<file path="config.mk">
export PLATFORM = sky130hd
export DESIGN_NAME = cart_bank_remap
export DESIGN_NICKNAME = d
export VERILOG_FILES = /design/src/rtl/remap_pkg.sv /design/src/rtl/remap_wr_decode.sv /design/src/rtl/remap_ctrl_reg.sv /design/src/rtl/remap_xlate.sv /design/src/rtl/cart_bank_remap.sv
export SDC_FILE = /design/constraint.sdc
export NUM_CORES = 1
export LEC_CHECK = 0
export ABC_AREA = 1
export BUFFER_PORTS_ARGS = -buffer_cell sky130_fd_sc_hd__buf_4
export CAP_MARGIN = 10
export CORE_ASPECT_RATIO = 0.7
export CORE_MARGIN = 3
export CORE_UTILIZATION = 35
export CTS_CLUSTER_DIAMETER = 120
export CTS_CLUSTER_SIZE = 30
export DETAILED_ROUTE_END_ITERATION = 7
export PLACE_DENSITY_LB_ADDON = 0.05
export SKIP_LAST_GASP = 1
export SLEW_MARGIN = 40
export SYNTH_ARGS = -nofsm -noshare
export SYNTH_HDL_FRONTEND = slang
export SYNTH_SLANG_ARGS = --single-unit
</file>
<file path="constraint.sdc">
create_clock -name clk -period 1.3 [get_ports clk]
set_clock_uncertainty 0.2 [all_clocks]
set_input_delay 0.13 -clock clk [delete_from_list [all_inputs] [get_ports clk]]
set_output_delay 0.13 -clock clk [all_outputs]
set_load 0.05 [all_outputs]
</file>
<file path="src/rtl/remap_pkg.sv">
package remap_pkg;
  localparam int ADDR_W   = 24;
  localparam int CTRL_W   = 8;
  localparam int EN_BIT   = 7;
  localparam int LOCK_BIT = 5;

  typedef logic [CTRL_W-1:0] ctrl_t;

  typedef struct packed {
    logic  hit;
    ctrl_t data;
  } ctrl_wr_t;
endpackage

</file>
<file path="src/rtl/remap_wr_decode.sv">
module remap_wr_decode
  import remap_pkg::*;
#(
  parameter int          SPAN_W  = 16,
  parameter logic [3:0]  SEL_NIB = 4'hE
) (
  input  logic [ADDR_W-1:0] addr,
  input  logic [15:0]       wdata,
  input  logic              wr_en,
  input  logic              wr_word,
  output ctrl_wr_t          wr
);
  localparam int HI_W = ADDR_W + 1 - SPAN_W;

  // One extra bit so address+1 at the top of the space cannot wrap into range
  logic [ADDR_W:0] eff_addr;
  logic            in_span;
  logic            nib_ok;

  always_comb begin
    eff_addr = {1'b0, addr} + {{ADDR_W{1'b0}}, wr_word};
    in_span  = (eff_addr[ADDR_W:SPAN_W] == {HI_W{1'b0}});
    nib_ok   = (eff_addr[11:8] == SEL_NIB);
    wr.hit   = wr_en && in_span && nib_ok;
    wr.data  = wdata[CTRL_W-1:0];
  end
endmodule

</file>
<file path="src/rtl/remap_ctrl_reg.sv">
module remap_ctrl_reg
  import remap_pkg::*;
#(
  parameter ctrl_t RESET_VAL = '0
) (
  input  logic     clk,
  input  logic     rst_n,
  input  ctrl_wr_t wr,
  output ctrl_t    ctrl_q
);
  logic locked;
  assign locked = ctrl_q[LOCK_BIT];

  always_ff @(posedge clk) begin
    if (!rst_n)
      ctrl_q <= RESET_VAL;
    else if (wr.hit && !locked)
      ctrl_q <= wr.data;
  end
endmodule

</file>
<file path="src/rtl/remap_xlate.sv">
module remap_xlate
  import remap_pkg::*;
#(
  parameter int                ROM_AW      = 22,
  parameter int                BANK_AW     = 18,
  parameter logic [3:0]        BOOT_BANK   = 4'hE,
  parameter logic [ADDR_W-1:0] MIRROR_BASE = 24'h3C0000,
  parameter logic [ADDR_W-1:0] SRAM_BASE   = 24'h400000,
  parameter int                SRAM_AW     = 16
) (
  input  logic [ADDR_W-1:0]  addr,
  input  logic               access,
  input  ctrl_t              ctrl,
  output logic               rom_sel,
  output logic [ROM_AW-1:0]  rom_addr,
  output logic               ram_sel,
  output logic [SRAM_AW-1:0] ram_off
);
  localparam int BANK_NUM_W = ROM_AW - BANK_AW;

  logic in_rom, in_boot, in_mirror, in_sram, enabled;

  always_comb begin
    enabled   = ctrl[EN_BIT];
    in_rom    = (addr[ADDR_W-1:ROM_AW] == '0);
    in_boot   = (addr[ADDR_W-1:BANK_AW] == '0);
    in_mirror = (addr[ADDR_W-1:BANK_AW] == MIRROR_BASE[ADDR_W-1:BANK_AW]);
    in_sram   = (addr[ADDR_W-1:SRAM_AW] == SRAM_BASE[ADDR_W-1:SRAM_AW]);

    rom_sel  = 1'b0;
    rom_addr = '0;
    ram_sel  = 1'b0;
    ram_off  = '0;

    if (access) begin
      if (in_sram || (enabled && in_mirror)) begin
        ram_sel = 1'b1;
        ram_off = addr[SRAM_AW-1:0];
      end else if (in_rom) begin
        rom_sel = 1'b1;
        if (enabled && in_boot)
          rom_addr = {BOOT_BANK[BANK_NUM_W-1:0], addr[BANK_AW-1:0]};
        else
          rom_addr = addr[ROM_AW-1:0];
      end
    end
  end
endmodule

</file>
<file path="src/rtl/cart_bank_remap.sv">
module cart_bank_remap
  import remap_pkg::*;
(
  input  logic        clk,
  input  logic        rst_n,
  input  logic [23:0] bus_addr,
  input  logic [15:0] bus_wdata,
  input  logic        rd_en,
  input  logic        wr_en,
  input  logic        wr_word,
  output logic        rom_sel,
  output logic [21:0] rom_addr,
  output logic        ram_sel,
  output logic [15:0] ram_off
);
  ctrl_wr_t wr_req;
  ctrl_t    ctrl_q;
  logic     access;

  assign access = rd_en | wr_en;

  remap_wr_decode #(.SPAN_W(16), .SEL_NIB(4'hE)) u_dec (
    .addr(bus_addr), .wdata(bus_wdata), .wr_en(wr_en),
    .wr_word(wr_word), .wr(wr_req)
  );

  remap_ctrl_reg #(.RESET_VAL('0)) u_reg (
    .clk(clk), .rst_n(rst_n), .wr(wr_req), .ctrl_q(ctrl_q)
  );

  remap_xlate #(
    .ROM_AW(22), .BANK_AW(18), .BOOT_BANK(4'hE),
    .MIRROR_BASE(24'h3C0000), .SRAM_BASE(24'h400000), .SRAM_AW(16)
  ) u_xl (
    .addr(bus_addr), .access(access), .ctrl(ctrl_q),
    .rom_sel(rom_sel), .rom_addr(rom_addr),
    .ram_sel(ram_sel), .ram_off(ram_off)
  );
endmodule

</file>
==> impl_metrics.csv, run 1 <==
group,metric,value,unit
status,status,"aborted with a tool error",
status,stop_stage,"clock tree synthesis",
status,error,"[ERROR DPL-0038] Utilization greater than 100%, impossible to legalize",
placed_design,gp_congestion,0.905,
die,rows,15,
yosys,synth-warning-count,0,
yosys,syn-mean-instance-area,4.59,um^2
cts,numCtsBuffers,3,
placed_design,pre_cts_slack,-0.623,ns
die,die_h,50.3,um
cts,cts.repair.resized,126,
yosys,yosysUniqueCellTypes,23,
cts,htreeDepth,1,
yosys,netlist_instances,214,
yosys,ys_seq_area_share,4.08,%
cts,cts_sinks,2,
placed_design,dp_hpwl,3.42,mm
die,io-pin-count,85,
yosys,syn_nets,259,
cts,cts_root_buf,"clkbuf_8",
cts,hold_buffers,2,
cts,cts_buffer_depth,2,
cts,post-cts-setup-buffers,13,
die,start_util,38.2,%
placed_design,io_buffers,70,
yosys,syn_area,982,um^2
yosys,ys_seq_elements,2,
die,die_w,69.3,um
-- stage by stage --
| step | TNS (ns) | hold slack (ns) | instance area (um^2) | std cells |
|---|---|---|---|---|
| floorplan | -23.59 | 0.0507 | 1320 | 214 |
| global placement | -21.49 | 0.172 | 2120 | 350 |
| detailed placement | -22.09 | 0.176 | 2120 | 350 |
-- cell usage after synthesis --
cell / number / share of area, %
nor2_1: 65 / 25
nand2_1: 56 / 21
inv_1: 37 / 14
nand3_1: 13 / 6.6
nor2_2: 8 / 5.1
nor2_4: 5 / 5.7
inv_2: 4 / 1.5
buf_2: 3 / 1.5
nand2_2: 3 / 1.9
o21ai_1: 3 / 1.5
dfxtp_1: 2 / 4.1
nand3_2: 2 / 2.0
nand4_1: 2 / 1.3
nor4_1: 2 / 1.3
a21oi_1: 1 / 0.51
a21oi_2: 1 / 0.89
and2_1: 1 / 0.64
nand3b_1: 1 / 0.76
nand4_2: 1 / 1.3
nor3_1: 1 / 0.51
nor3_2: 1 / 1.0
o21ai_0: 1 / 0.51
o21ai_2: 1 / 0.89
-- cells by family after synthesis --
logic type	synth area share (%)
buffers and inverters	17.2
and+or+nand+nor	74.4
AOI/OAI and AO/OA	4.33
DFF	4.08
==> inputs of run 2 (changes only) <==
- CORE_AREA: unset -> 3 3 64 66
- CORE_ASPECT_RATIO: 0.7 -> unset
- CORE_MARGIN: 3 -> unset
- CORE_UTILIZATION: 35 -> unset
- CTS_CLUSTER_DIAMETER: 120 -> unset
- CTS_CLUSTER_SIZE: 30 -> unset
- DIE_AREA: unset -> 0 0 67 69
- PLACE_DENSITY_LB_ADDON: 0.05 -> 0.15
- clock period: 1.3 -> 1.7 ns (I/O delays scaled with it)
==> run 2 against run 1 <==
The flow now finishes, with violations (negative setup slack). Synthesized cell count stayed put. Synthesized area stayed put.
==> impl_metrics.csv, run 2 <==
group,metric,value,unit
status,status,"finished, violations left",
status,violations,"negative setup slack",
drt,vias_per_cell,4.36,
die,start_util,27.0,%
cells_and_area,multi_input_area,0.00110,mm^2
sta,maxSlewHeadroom,83.4,%
die,die_w,67,um
drt,dr.pass1.iters,4,
worst_setup_path,crit_chain,"inv_2, nor2_4, nand2_2, nand2_4, nor3_4, inv_4, buf_12, nor2_4, buf_6",
cells_and_area,diodes,0,
sta,period_share,111,%
drt,routed_wl,4.20,mm
die,rows,22,
sta,fin_crit,1.88,ns
cells_and_area,layout.nets,362,
global_routing,grt_antenna_before_repair,0,
placed_design,dpl_cell_area,0.00206,mm^2
global_routing,grt_use_met1,24.5,%
power_and_ir_drop,total_leakage_power,1.12,nW
worst_setup_path,worst_ep_arrival_time,1.51,ns
cts,htreeDepth,1,
yosys,synth_commonest_cells,"nor2_1 (65), nand2_1 (56), inv_1 (37)",
power_and_ir_drop,powerDensity,274,mW/mm^2
min_path,holdPathStages,3,
yosys,netlist_instances,214,
yosys,yosysUniqueCellTypes,23,
cells_and_area,stdcell_area,0.00244,mm^2
worst_setup_path,path_delay_family,"buffers and inverters",
worst_setup_path,worst-path-stages,9,
placed_design,io_buffers,70,
yosys,synth-warning-count,0,
yosys,yosysTopAreaCell,"nor2_1",
global_routing,busiest_layer,"met2",
die,die_h,69,um
sta,hold_viol,0,
drt,drt_iter0_drc,56,
cells_and_area,top_regs,"u_reg.ctrl_q x2",
cells_and_area,largest_reg_flops,2,
global_routing,grt_pass1_vias,1620,
sta,whs,0.0283,ns
cts,cts_root_buf,"clkbuf_8",
cells_and_area,layout_commonest_cell,"nand2_1",
cells_and_area,top_register,"u_reg.ctrl_q",
yosys,syn_nets,259,
yosys,ys_seq_area_share,4.08,%
cells_and_area,regArea,41.3,um^2
global_routing,grt_max_degree,10,
die,core_area,0.00363,mm^2
sta,slew_violations,0,
worst_setup_path,r2r.worst_path.cells,8,
power_and_ir_drop,vdd.ir_drop.worst,0.143,mV
worst_setup_path,cpPeakStageDelay,0.31,ns
sta,fin_ws,-0.181,ns
yosys,syn-mean-instance-area,4.59,um^2
worst_setup_path,path_class,"reg2out",
yosys,yosysMostFrequentCell,"nor2_1",
die,die_area,0.00462,mm^2
placed_design,gp_congestion,0.818,
global_routing,grt_pass1_wl,7.09,mm
yosys,ys_seq_elements,2,
worst_setup_path,crit_fanout,7,
cts,numCtsBuffers,3,
global_routing,use_met3,2.12,%
global_routing,grt_overflow,0,
yosys,synth-edff-count,0,
sta,tightest_slew,0.249,ns
cells_and_area,final_cell_mix,"nand2_1 (54), buf_4 (52), nor2_4 (45)",
drt,wl_per_cell,11.6,um
cells_and_area,area_growth,149,%
yosys,synth_top_area_share,24.8,%
placed_design,dp_hpwl,3.26,mm
cts,clk_pin_slew_worst_paths,0.03,ns
sta,finalSetupViolations,39,
cells_and_area,fin_util,67.2,%
cells_and_area,fillerInstances,342,
cts,cts_buffer_depth,2,
worst_setup_path,crit_top_cell,"nor2_4",
yosys,synthArstFlopShare,0,%
worst_setup_path,slowest_stage,"dfxtp_2",
worst_setup_path,required,1.33,ns
cts,clock_latency,0.21,ns
cts,cts_sinks,2,
yosys,syn_area,982,um^2
cells_and_area,drive_gt1_share,56.2,%
worst_setup_path,crit_path_end_kind,"output pin",
worst_setup_path,worst_setup_path_start_kind,"flop",
drt,drcViolationCount,0,
sta,rsz0062_at_grt,"true",
cts,cts_tree,"yes",
global_routing,grt.total_usage,19.0,%
global_routing,met2_usage,33.5,%
flow_run,cap_violations,0,
worst_setup_path,cp_num_buf_inv,4,
yosys,synthFlopType,"dfxtp_1",
sta,fmax,532,MHz
drt,vias,1584,
die,io-pin-count,85,
yosys,synth_area_leaders,"nor2_1 (25%), nand2_1 (21%), inv_1 (14%), nand3_1 (6.6%), nor2_4 (5.7%)",
min_path,hold_path_class,"in2reg",
drt,final_antenna_net_count,0,
-- run 2: cell counts after synthesis --
No cell type changed its count.
-- run 2: cell type report --
| type | instances | share of cell area, % |
|---|---|---|
| Tap cell | 48 | 2.46 |
| Clock buffer | 3 | 1.69 |
| Multi-Input combinational cell | 168 | 45.1 |
| Inverter | 41 | 6.92 |
| Sequential cell | 2 | 1.69 |
| Timing Repair Buffer | 100 | 41.7 |
| Timing Repair inverter | 1 | 0.461 |
-- run 2: final timing paths --
check,startpoint,to,slack (ns)
max reg2reg,u_reg.ctrl_q[5],u_reg.ctrl_q[7],0.34
max,u_reg.ctrl_q[7],rom_addr[15],-0.18
min reg2reg,u_reg.ctrl_q[5],u_reg.ctrl_q[5],0.26
min,bus_wdata[5],u_reg.ctrl_q[5],0.03
-- run 2: through the flow --
stage | TNS, ns | power [mW] | setup WS, ns | cells
detailed placement | -3.75 | 0.435 | -0.174 | 353
global route | -9.12 | 0.711 | -0.280 | 363
CTS | -4.30 | 0.661 | -0.142 | 362
global placement | -3.36 | 0.434 | -0.158 | 353
finish | -5.07 | 0.668 | -0.181 | 363
floorplan | -9.74 | 0.271 | -0.312 | 214
-- run 2: worst register-to-register path, cell delays in order (launching register included) --
cell     delay [ns]
dfxtp_1        0.28
inv_1          0.07
nand2_1        0.07
nor2_1         0.13
nand4_2        0.14
nor2_4         0.17
nand3_1        0.08
nand2_1        0.06
nor2_1         0.03
-- run 2: repair_timing --
item	CTS	global route
cloned	2	1
hold buffers	1	0
endpoints found under the setup margin	39	42
endpoints found under the hold margin	2	0
pin swaps	6	4
resized for setup	56	14
buffers inserted	3	0
-- run 2: layer usage --
layer	wire length (um)	vias up
met5	0	-
met4	22	0
met3	148	4
met2	2250	36
met1	1780	702
li1	-	842
-- run 2: kinds of logic after synthesis --
family / synth area share (%)
compound gates: 4.33
flops: 4.08
buf+inv: 17.2
simple gates: 74.4
-- run 2: power by group --
| part | switching, mW | total [mW] | leakage [nW] | internal (mW) |
|---|---|---|---|---|
| combinational | 0.252 | 0.432 | 1.08 | 0.180 |
| clock | 0.0396 | 0.190 | 0.0216 | 0.150 |
| sequential | 0.00000329 | 0.0473 | 0.0166 | 0.0473 |
| total | 0.292 | 0.668 | 1.12 | 0.377 |
Power figures use the tool's default switching activity.
==> inputs of run 3 (changes only) <==
- PLACE_DENSITY: unset -> 0.58
- PLACE_DENSITY_LB_ADDON: 0.15 -> unset
- REMOVE_ABC_BUFFERS: unset -> 1
==> run 3 against run 2 <==
Sequential power is essentially flat. The flow still finishes with violations (negative setup slack). Power shrank 4.4%. Via count grew 0.44%.
==> impl_metrics.csv, run 3 (synthesis gave the netlist of run 2 again) <==
group,metric,value,unit
cells_and_area,top_register,"u_reg.ctrl_q",
global_routing,grt_antenna_before_repair,0,
global_routing,grt_overflow,0,
cts,cts_root_buf,"clkbuf_8",
die,io-pin-count,85,
cts,numCtsBuffers,3,
power_and_ir_drop,vdd.ir_drop.worst,0.162,mV
cts,cts_tree,"yes",
status,violations,"negative setup slack",
cts,cts_sinks,2,
worst_setup_path,worst_ep_arrival_time,1.43,ns
cells_and_area,top_regs,"u_reg.ctrl_q x2",
power_and_ir_drop,comb_power_share,63.4,%
sta,fmax,554,MHz
power_and_ir_drop,seqPwrFrac,7.4,%
drt,drt_iter0_drc,44,
drt,wl_per_cell,12.0,um
worst_setup_path,required,1.33,ns
worst_setup_path,worst_setup_path_start_kind,"flop",
cells_and_area,diodes,0,
drt,routed_wl,4.27,mm
cells_and_area,area_growth,135,%
global_routing,grt_max_degree,23,
worst_setup_path,crit_fanout,6,
cells_and_area,layout_commonest_cell,"nand2_1",
power_and_ir_drop,clkPwrFrac,29.2,%
cts,clk_pin_slew_worst_paths,0.03,ns
placed_design,dp_hpwl,2.94,mm
power_and_ir_drop,switching_share,43.9,%
power_and_ir_drop,total_leakage_power,1.08,nW
global_routing,grt.total_usage,17.8,%
die,start_util,27.0,%
global_routing,grt_pass1_vias,1511,
power_and_ir_drop,power,639,uW
min_path,hold_path_class,"in2reg",
cts,cts_buffer_depth,2,
sta,rsz0062_at_grt,"true",
sta,finalSetupViolations,39,
placed_design,dpl_cell_area,0.00169,mm^2
sta,hold_viol,0,
sta,fin_crit,1.80,ns
power_and_ir_drop,internal-power,359,uW
die,rows,22,
sta,slew_violations,0,
die,die_h,69,um
drt,vias_per_cell,4.46,
cts,htreeDepth,1,
power_and_ir_drop,powerDensity,276,mW/mm^2
cells_and_area,drive_gt1_share,57.3,%
cells_and_area,layout.nets,356,
die,die_w,67,um
worst_setup_path,crit_path_end_kind,"output pin",
die,core_area,0.00363,mm^2
placed_design,io_buffers,70,
cts,clock_latency,0.21,ns
global_routing,grt_pass1_wl,6.63,mm
flow_run,cap_violations,0,
placed_design,gp_congestion,0.759,
drt,dr.pass1.iters,4,
power_and_ir_drop,switchingPower,280,uW
drt,drcViolationCount,0,
die,die_area,0.00462,mm^2
drt,vias,1591,
drt,final_antenna_net_count,0,
worst_setup_path,path_class,"reg2out",
sta,tightest_slew,0.355,ns
cells_and_area,stdcell_area,0.00231,mm^2
sta,whs,0.0246,ns
sta,fin_ws,-0.105,ns
cells_and_area,final_cell_mix,"nand2_1 (52), buf_4 (46), buf_6 (41)",
cells_and_area,largest_reg_flops,2,
sta,period_share,106,%
sta,maxSlewHeadroom,76.2,%
status,status,"finished, violations left",
-- run 3: cell count changes in the layout (fill, tap and decap cells not counted), sizes merged --
| cell | delta |
|---|---|
| buf | -6 |
-- run 3: routing by layer --
metal,vias to the layer above,track usage (%),routed length [um]
met2,46,31.6,2290
met5,-,0,0
met1,705,22.2,1760
li1,840,-,-
met4,0,3.38,0
met3,0,2.61,228
-- run 3: timing repair --
item                       in CTS  in global routing
gates cloned                    1                  2
pin swaps                       4                  9
hold endpoints to repair        2                  0
gates resized for setup       104                 36
hold buffers                    1                  0
buffers inserted                4                  0
setup endpoints to repair      38                 40
-- run 3: layout make-up --
| type | instances | area (um^2) |
|---|---|---|
| fill | 373 | 1320 |
| clock buffer | 3 | 41.3 |
| timing repair inverter | 1 | 16.3 |
| inverter | 41 | 166 |
| multi-input combinational | 168 | 1060 |
| sequential | 2 | 41.3 |
| timing repair buffer | 94 | 922 |
| tap | 48 | 60.1 |
-- run 3: worst max-delay path: stages, from the launching register on --
cell and delay, ns:
dfxtp_2 0.31, inv_2 0.06, nor2_4 0.03, nand2_2 0.08, nand2_4 0.06, nor3_4 0.13
inv_2 0.10, clkbuf_16 0.19, nor2_4 0.09, buf_6 0.16
-- run 3: final timing paths --
path	startpoint	endpoint	slack, ns	cells past startpoint
worst max-delay path	u_reg.ctrl_q[7]	rom_addr[9]	-0.10	9
worst min register to register	u_reg.ctrl_q[5]	u_reg.ctrl_q[5]	0.26	2
worst max register to register	u_reg.ctrl_q[5]	u_reg.ctrl_q[7]	0.38	8
worst min-delay path	bus_wdata[5]	u_reg.ctrl_q[5]	0.02	3
-- run 3: per-stage QoR --
stage	instances	worst slack, ns	TNS, ns	utilization (%)
2_1_floorplan	211	-1.64	-47.21	-
3_3_place_gp	346	-0.126	-3.62	46.6
3_5_place_dp	346	-0.156	-3.93	46.6
4_1_cts	355	-0.0773	-2.69	58.6
5_1_grt	357	-0.195	-6.23	63.6
6_report	357	-0.105	-3.30	63.6
-- run 3: power by group through the flow --
stage / logic [mW] / registers [mW] / clock network, mW
2_1_floorplan: 0.166 / 0.0479 / 0
3_3_place_gp: 0.320 / 0.0479 / 0
3_5_place_dp: 0.321 / 0.0479 / 0
4_1_cts: 0.367 / 0.0473 / 0.191
5_1_grt: 0.436 / 0.0473 / 0.199
6_report: 0.405 / 0.0473 / 0.186
